===== src/rtl/bclk_src_pkg.sv =====
package bclk_src_pkg;
  typedef enum logic [1:0] {
    MODE_UNDEC = 2'b00,
    MODE_CONS  = 2'b01,
    MODE_DRV   = 2'b10
  } src_mode_e;

  typedef enum logic [1:0] {
    ST_LISTEN,
    ST_WAIT,
    ST_CONS,
    ST_DRV
  } sel_state_e;
endpackage


===== src/rtl/bclk_sync.sv =====
module bclk_sync #(
  parameter int   STAGES  = 2,
  parameter logic RST_VAL = 1'b0
) (
  input  logic clk,
  input  logic rst_n,
  input  logic d,
  output logic q
);
  logic [STAGES-1:0] sh;

  always_ff @(posedge clk or negedge rst_n) begin
    if (!rst_n) sh <= {STAGES{RST_VAL}};
    else        sh <= {sh[STAGES-2:0], d};
  end

  assign q = sh[STAGES-1];
endmodule


===== src/rtl/bclk_edge_count.sv =====
module bclk_edge_count #(
  parameter int EDGE_THRESH = 4,
  parameter int GAP_CYC     = 16
) (
  input  logic clk,
  input  logic rst_n,
  input  logic pin_s,
  input  logic clr,
  output logic rise,
  output logic active
);
  localparam int CW = $clog2(EDGE_THRESH + 1);
  localparam int GW = $clog2(GAP_CYC + 1);

  logic          pin_q;
  logic [CW-1:0] cnt;
  logic [GW-1:0] gap;

  assign rise   = pin_s & ~pin_q;
  assign active = (cnt == CW'(EDGE_THRESH));

  always_ff @(posedge clk or negedge rst_n) begin
    if (!rst_n) begin
      pin_q <= 1'b0;
      cnt   <= '0;
      gap   <= '0;
    end else begin
      pin_q <= pin_s;
      if (clr) begin
        cnt <= '0;
        gap <= '0;
      end else if (rise) begin
        gap <= '0;
        if (!active) cnt <= cnt + CW'(1);
      end else if (gap == GW'(GAP_CYC - 1)) begin
        cnt <= '0;
      end else begin
        gap <= gap + GW'(1);
      end
    end
  end
endmodule


===== src/rtl/bclk_mode_fsm.sv =====
module bclk_mode_fsm
  import bclk_src_pkg::*;
#(
  parameter int TIMEOUT_CYC = 64
) (
  input  logic      clk,
  input  logic      rst_n,
  input  logic      rel_s,
  input  logic      rise,
  input  logic      active,
  output src_mode_e mode,
  output logic      clr,
  output logic      drv_en
);
  localparam int TW = $clog2(TIMEOUT_CYC + 1);

  sel_state_e    st;
  logic          rel_q;
  logic [TW-1:0] tmr;
  logic          assert_ev;

  assign assert_ev = rel_q & ~rel_s;
  assign clr       = assert_ev;

  always_ff @(posedge clk or negedge rst_n) begin
    if (!rst_n) begin
      st    <= ST_LISTEN;
      rel_q <= 1'b0;
      tmr   <= '0;
    end else begin
      rel_q <= rel_s;
      case (st)
        ST_LISTEN: begin
          tmr <= '0;
          if (active)     st <= ST_CONS;
          else if (rel_s) st <= ST_WAIT;
        end
        ST_WAIT: begin
          if (assert_ev)                          st  <= ST_LISTEN;
          else if (active)                        st  <= ST_CONS;
          else if (rise)                          tmr <= '0;
          else if (tmr == TW'(TIMEOUT_CYC - 1))   st  <= ST_DRV;
          else                                    tmr <= tmr + TW'(1);
        end
        default: begin
          if (assert_ev) st <= ST_LISTEN;
        end
      endcase
    end
  end

  always_comb begin
    case (st)
      ST_CONS: mode = MODE_CONS;
      ST_DRV:  mode = MODE_DRV;
      default: mode = MODE_UNDEC;
    endcase
  end

  assign drv_en = (st == ST_DRV);
endmodule


===== src/rtl/bclk_div2.sv =====
module bclk_div2 (
  input  logic clk,
  input  logic rst_n,
  input  logic en,
  output logic bclk
);
  logic q;

  always_ff @(posedge clk or negedge rst_n) begin
    if (!rst_n)  q <= 1'b0;
    else if (en) q <= ~q;
    else         q <= 1'b0;
  end

  assign bclk = q & en;
endmodule


===== src/rtl/bclk_src_sel.sv =====
module bclk_src_sel
  import bclk_src_pkg::*;
#(
  parameter int SYNC_STAGES = 2,
  parameter int EDGE_THRESH = 4,
  parameter int GAP_CYC     = 16,
  parameter int TIMEOUT_CYC = 64
) (
  input  logic       clk_mst,
  input  logic       por_n,
  input  logic       link_rst_n,
  input  logic       bclk_pin_i,
  output logic       bclk_o,
  output logic       bclk_oe,
  output logic [1:0] src_mode_o
);
  logic      rel_s, pin_s, rise, active, clr, drv_en;
  src_mode_e mode;

  bclk_sync #(.STAGES(SYNC_STAGES), .RST_VAL(1'b0)) u_rel_sync (
    .clk(clk_mst), .rst_n(por_n), .d(link_rst_n), .q(rel_s)
  );

  bclk_sync #(.STAGES(SYNC_STAGES), .RST_VAL(1'b0)) u_pin_sync (
    .clk(clk_mst), .rst_n(por_n), .d(bclk_pin_i), .q(pin_s)
  );

  bclk_edge_count #(.EDGE_THRESH(EDGE_THRESH), .GAP_CYC(GAP_CYC)) u_edges (
    .clk(clk_mst), .rst_n(por_n), .pin_s(pin_s), .clr(clr),
    .rise(rise), .active(active)
  );

  bclk_mode_fsm #(.TIMEOUT_CYC(TIMEOUT_CYC)) u_fsm (
    .clk(clk_mst), .rst_n(por_n), .rel_s(rel_s), .rise(rise),
    .active(active), .mode(mode), .clr(clr), .drv_en(drv_en)
  );

  bclk_div2 u_div (
    .clk(clk_mst), .rst_n(por_n), .en(drv_en), .bclk(bclk_o)
  );

  // Raw link reset gates the driver so the pin is released at once.
  assign bclk_oe    = drv_en & link_rst_n;
  assign src_mode_o = mode;
endmodule


===== config.mk =====
export PLATFORM = sky130hd
export DESIGN_NAME = bclk_src_sel
export DESIGN_NICKNAME = d
export VERILOG_FILES = /design/src/rtl/bclk_src_pkg.sv /design/src/rtl/bclk_sync.sv /design/src/rtl/bclk_edge_count.sv /design/src/rtl/bclk_mode_fsm.sv /design/src/rtl/bclk_div2.sv /design/src/rtl/bclk_src_sel.sv
export SDC_FILE = /design/constraint.sdc
export NUM_CORES = 1
export LEC_CHECK = 0
export BUFFER_PORTS_ARGS = -buffer_cell sky130_fd_sc_hd__buf_2
export CAP_MARGIN = 20
export CORE_MARGIN = 3
export CORE_UTILIZATION = 62
export DETAILED_ROUTE_END_ITERATION = 10
export HOLD_SLACK_MARGIN = 0.08
export PLACE_DENSITY = 0.93
export SLEW_MARGIN = 20
export SYNTH_ARGS = -nofsm -noshare
export SYNTH_HDL_FRONTEND = slang
export SYNTH_SLANG_ARGS = --single-unit

===== constraint.sdc =====
create_clock -name clk_mst -period 4.1 [get_ports clk_mst]
set_clock_uncertainty 0.2 [all_clocks]
set_input_delay 0.82 -clock clk_mst [delete_from_list [all_inputs] [get_ports clk_mst]]
set_output_delay 0.82 -clock clk_mst [all_outputs]
set_load 0.005 [all_outputs]

# [Yosys cells after proc, flatten, opt, wreduce, memory -nomap -nowiden]
# Cells that the tools add are included.
[op_classes] addsub=3 n_eq_ne=14 n_mux=22 n_bitwise=7 reduce_logical=7
[op_table] cell="7-bit two-way mux" count=4
[op_table] cell="5-bit two-way mux" count=3
[op_table] cell="2-bit two-way mux" count=7
[op_table] cell="7-bit one-hot mux with 2 select lines" count=1
[op_table] cell="3-bit two-way mux" count=4
[op_table] cell="3-bit inequality test (second input constant)" count=3
[op_table] cell="2-bit one-hot mux with 2 select lines" count=2
[op_table] cell="4-bit AND reduction" count=2
[op_table] cell="7-bit by 1-bit adder with 7-bit output (second input constant)" count=1
[op_table] cell="7-bit by 6-bit equality test with 1-bit output (second input constant)" count=1
[op_table] cell="3-bit nonzero test" count=2
[op_table] cell="5-bit by 1-bit adder with 5-bit output (second input constant)" count=1
[op_table] cell="5-bit by 4-bit equality test with 1-bit output (second input constant)" count=1
[op_table] cell="1-bit bitwise AND" count=4
[op_table] cell="2-bit equality test (second input constant)" count=2
[op_table] cell="2-bit inequality test (second input constant)" count=2
[op_table] cell="4-bit by 3-bit inequality test with 1-bit output (second input constant)" count=1
[op_table] cell="4-bit inequality test (second input constant)" count=1
[op_table] cell="3-bit by 1-bit adder with 3-bit output (second input constant)" count=1
[op_table] cell="3-bit equality test (second input constant)" count=1
[op_table] cell="3-bit by 2-bit inequality test with 1-bit output (second input constant)" count=1
[op_table] cell="1-bit inverter" count=3
[op_table] cell="2-bit by 1-bit equality test with 1-bit output (second input constant)" count=1
[op_table] cell="2-bit zero test" count=1
[op_table] cell="3 further kinds" count=3
[totals] register_bits=24 in_bits=4 output_inout_bits=4 word_cells=62

# [Logic depth before layout (Yosys ltp)]
[depth] depth_word=6 ltp_mapped=7 depth_no_buf=6

# [Cells and area by module]
# Synthesis repeated with hierarchy kept, for this count alone.
[hier_totals] hier_cells=103 hier_area_um2=1187.4
[by_module_without_submodules] mod="bclk_mode_fsm" instances=1 cells_each=50 area_each_um2=544.3
[by_module_without_submodules] mod="bclk_edge_count" instances=1 cells_each=45 area_each_um2=495.5
[by_module_without_submodules] mod="bclk_sync" instances=2 cells_each=2 area_each_um2=50.0
[by_module_without_submodules] mod="bclk_div2" instances=1 cells_each=3 area_each_um2=41.3
[by_module_without_submodules] mod="bclk_src_sel" instances=1 cells_each=1 area_each_um2=6.3

# [Worst setup path after synthesis]
# No wires, ideal clock.
[synth_timing] kind="input -> output" from="input link_rst_n" to="output bclk_oe" arrival_time_ns=0.987 required_ns=3.080 slack_ns=2.093 path_stages=1 path_buffers=0 path_cell_list="and3_1"
[synth_between] elab_chain_cells=1
[synth_lines] item="start, declared" line_no="bclk_src_sel.sv:11" rtl="input logic link_rst_n,"
[synth_lines] item="1-bit bitwise AND" line_no="bclk_src_sel.sv:43" rtl="assign bclk_oe = drv_en & link_rst_n;"
[synth_lines] item="end, declared" line_no="bclk_src_sel.sv:14" rtl="output logic bclk_oe,"
# Every way passes these cells.

# [Final worst setup path]
# Same ends and word-level chain as after synthesis.

==> summary.md <==
| Metric | Value |
|---|---|
| Buffer count from post-CTS setup fixing | `0` |
| CP Launch Type | `input pin` |
| Ys flop type | `dfrtp_1` |
| Lkg Pwr | `0.596 nW` |
| Mean post-synth cell area | `10.8 um2` |
| Kind of critical path | `input pin to output port` |
| Fin. max-slew vios | `0` |
| GRT Util Overall | `18.5%` |
| WL per Instance | `13.7 um` |
| Area contributors post-synth | `dfrtp_1 (51%), ha_1 (5.3%), a31oi_1 (4.2%)` |
| Filler Cell Count | `128` |
| Seq/Total Area, Yosys | `50.9%` |
| Async SR Flop Fraction | `100%` |
| 1st-pass router iterations | `4` |
| Routed WL | `1930 um` |
| Hold endpoint | `u_rel_sync.sh[1]` |
| DIE HEIGHT | `49.6 um` |
| Clock transition at the registers of the reported paths | `0.12 ns` |
| Top-area cell type share of the netlist area | `50.9%` |
| Yosys cell types | `37` |
| Average vias per placed instance | `5.81` |
| DRC errors left | `0` |
| DP Worst Slack | `1.88 ns` |
| Actual slew at the worst max-slew pin | `0.736 ns` |
| MaxCap Viol Count | `0` |
| Top Ports | `8` |
| Final WS setup | `1.88 ns` |
| Final Power | `523 uW` |
| Iter 0 DRT Violations | `14` |
| RR Endpoint | `u_fsm.tmr[3]` |
| Relative slew slack | `50.8%` |
| Layout area overhead | `6.36%` |
| GRT overflow | `0` |
| Setup TNS | `0 ns` |
| Hold Vio Cnt, Final | `0` |
| Antenna violations before repair | `0` |
| Core area | `0.00176 mm2` |
| Top-count cell post-synth | `dfrtp_1` |
| TritonCTS Sinks | `24` |
| Final Wtd Congestion | `0.885` |
| ANT nets after route | `0` |
| Port bufs | `7` |
| RSZ-0062 raised after global routing | `false` |
| Vias in the first global route | `790` |
| Layout cells sized above 1 | `16.4%` |
| Setup violations, final | `0` |
| Syn nets | `118` |
| Leading area contributor after synthesis | `dfrtp_1` |
| Largest net degree at the start of global routing | `25` |
| Multi-input gate area | `529 um2` |
| H-tree levels | `1` |
| Clk Latency, worst-skew pair | `0.31 ns` |
| CTS Buffer Depth | `2` |
| Post-Synthesis Cells | `109` |
| Starting density of the core | `66.9%` |
| Flops & latches, synth | `24` |
| Critical Path RT | `3.08 ns` |
| Via count | `819` |
| Hold Path Cell Cnt | `0` |
| CP max FO | `2` |
| Crit path time final | `2.22 ns` |
| Worst reg-to-reg path cell count | `4` |
| Total CTS buffers | `3` |
| Hold buffer count at cts | `0` |
| Die Area | `0.00246 mm2` |
| Crit share post-route | `54.3%` |
| Cell Pwr Density | `417 mW/mm2` |
| YS warnings | `0` |
| CTS tree | `done` |
| FP Rows | `15` |
| Hold wc startpoint | `u_rel_sync.sh[0]` |
| HPWL Detailed | `1370 um` |
| Worst hold-check path type | `register to register` |
| Reg2reg setup slack | `2.09 ns` |
| Reg area | `601 um2` |
| First-pass GRT wire length | `3430 um` |
| Clock Root Buffer | `clkbuf_4` |
| Crit path arrival time | `1.20 ns` |
| Setup crit end kind | `output port` |
| Max VDD drop | `0.237 mV` |
| Die Width | `49.6 um` |
| Run status | `finished clean` |
| Most frequent cells after synthesis | `dfrtp_1 (24), a31oi_1 (8), nor2_1 (8)` |
| Antenna cells | `0` |
| Worst reg2reg startpoint | `u_pin_sync.sh[1]` |
| Area of the mapped netlist | `0.00118 mm2` |
| Nets | `126` |
| Fmax | `0.450 GHz` |
| Post-synth EDFFs | `0` |
| Post-cts sizing count | `0` |
==> cell type report <==
| class | count | area share, % |
|---|---|---|
| clock buffer | 4 | 2.89 |
| multi-input combinational | 75 | 42.2 |
| timing repair buffer | 7 | 2.79 |
| sequential | 24 | 47.9 |
| inverter | 6 | 1.79 |
| tap | 25 | 2.49 |
==> cell families (layout without fill, tap and decap cells) <==
logic type      Yosys count  in the layout  share of synthesized area [%]
compound gates           21             21                           12.8
mux                       2              2                           1.70
xor+xnor                  3              3                           2.23
buf+inv                  10             17                           4.24
simple gates             44             44                           22.8
fa+ha+maj                 5              5                           5.30
flops                    24             24                           50.9
==> how the worst max path moves through the flow <==
stage	startpoint	end	slack, ns	depth (start not counted)
4_1_cts	link_rst_n	bclk_oe	1.88	3
3_3_place_gp	link_rst_n	bclk_oe	1.88	3
2_1_floorplan	link_rst_n	bclk_oe	2.09	1
6_report	link_rst_n	bclk_oe	1.88	3
5_1_grt	u_fsm.st[1]	src_mode_o[0]	1.83	3
3_5_place_dp	link_rst_n	bclk_oe	1.88	3
==> worst max-delay path, stage by stage <==
cell and delay [ns]:
buf_2 0.10, and3_1 0.16, buf_2 0.12
==> per-stage QoR <==
step,utilization [%],cells,area [um2],hold WS [ns]
4_1_cts,71.1,141,1250,0.165
6_report,71.1,141,1250,0.162
5_1_grt,71.1,141,1250,0.178
3_3_place_gp,69.1,137,1220,0.132
2_1_floorplan,-,109,1180,0.131
3_5_place_dp,69.1,137,1220,0.136
==> state kept, by name, indices dropped and copies added (netlist names) <==
signal	flops
u_fsm.rel_q	1
u_rel_sync.sh	2
u_edges.pin_q	1
u_fsm.st	2
u_edges.gap	5
u_div.q	1
u_fsm.tmr	7
u_edges.cnt	3
u_pin_sync.sh	2
==> routing by layer <==
metal	track usage (%)	up-vias	part of all wire, %
met1	22.8	391	48
met2	28.6	20	45
met5	0	-	0
met4	13.4	0	2.8
met3	3.63	4	4.2
li1	-	404	-
==> cells in the final DEF, fill, tap and decap left out, types with 2 or more instances in the layout <==
cell type	count
a31oi_1	8
nand3_1	6
mux2i_1	2
nor2_1	8
xor2_1	2
buf_2	7
a21oi_1	6
or3_1	2
clkbuf_4	3
ha_1	5
dfrtp_1	24
and3_1	5
nor2b_1	3
nand2_1	5
a211oi_1	2
inv_1	6
nand2b_1	3
==> report_power, final <==
part           total, mW  internal (mW)  switching, mW  leakage (nW)
sequential         0.295          0.266         0.0294         0.311
clock              0.121         0.0543         0.0670        0.0210
combinational      0.106         0.0471         0.0591         0.264
Power figures use the tool's default switching activity.
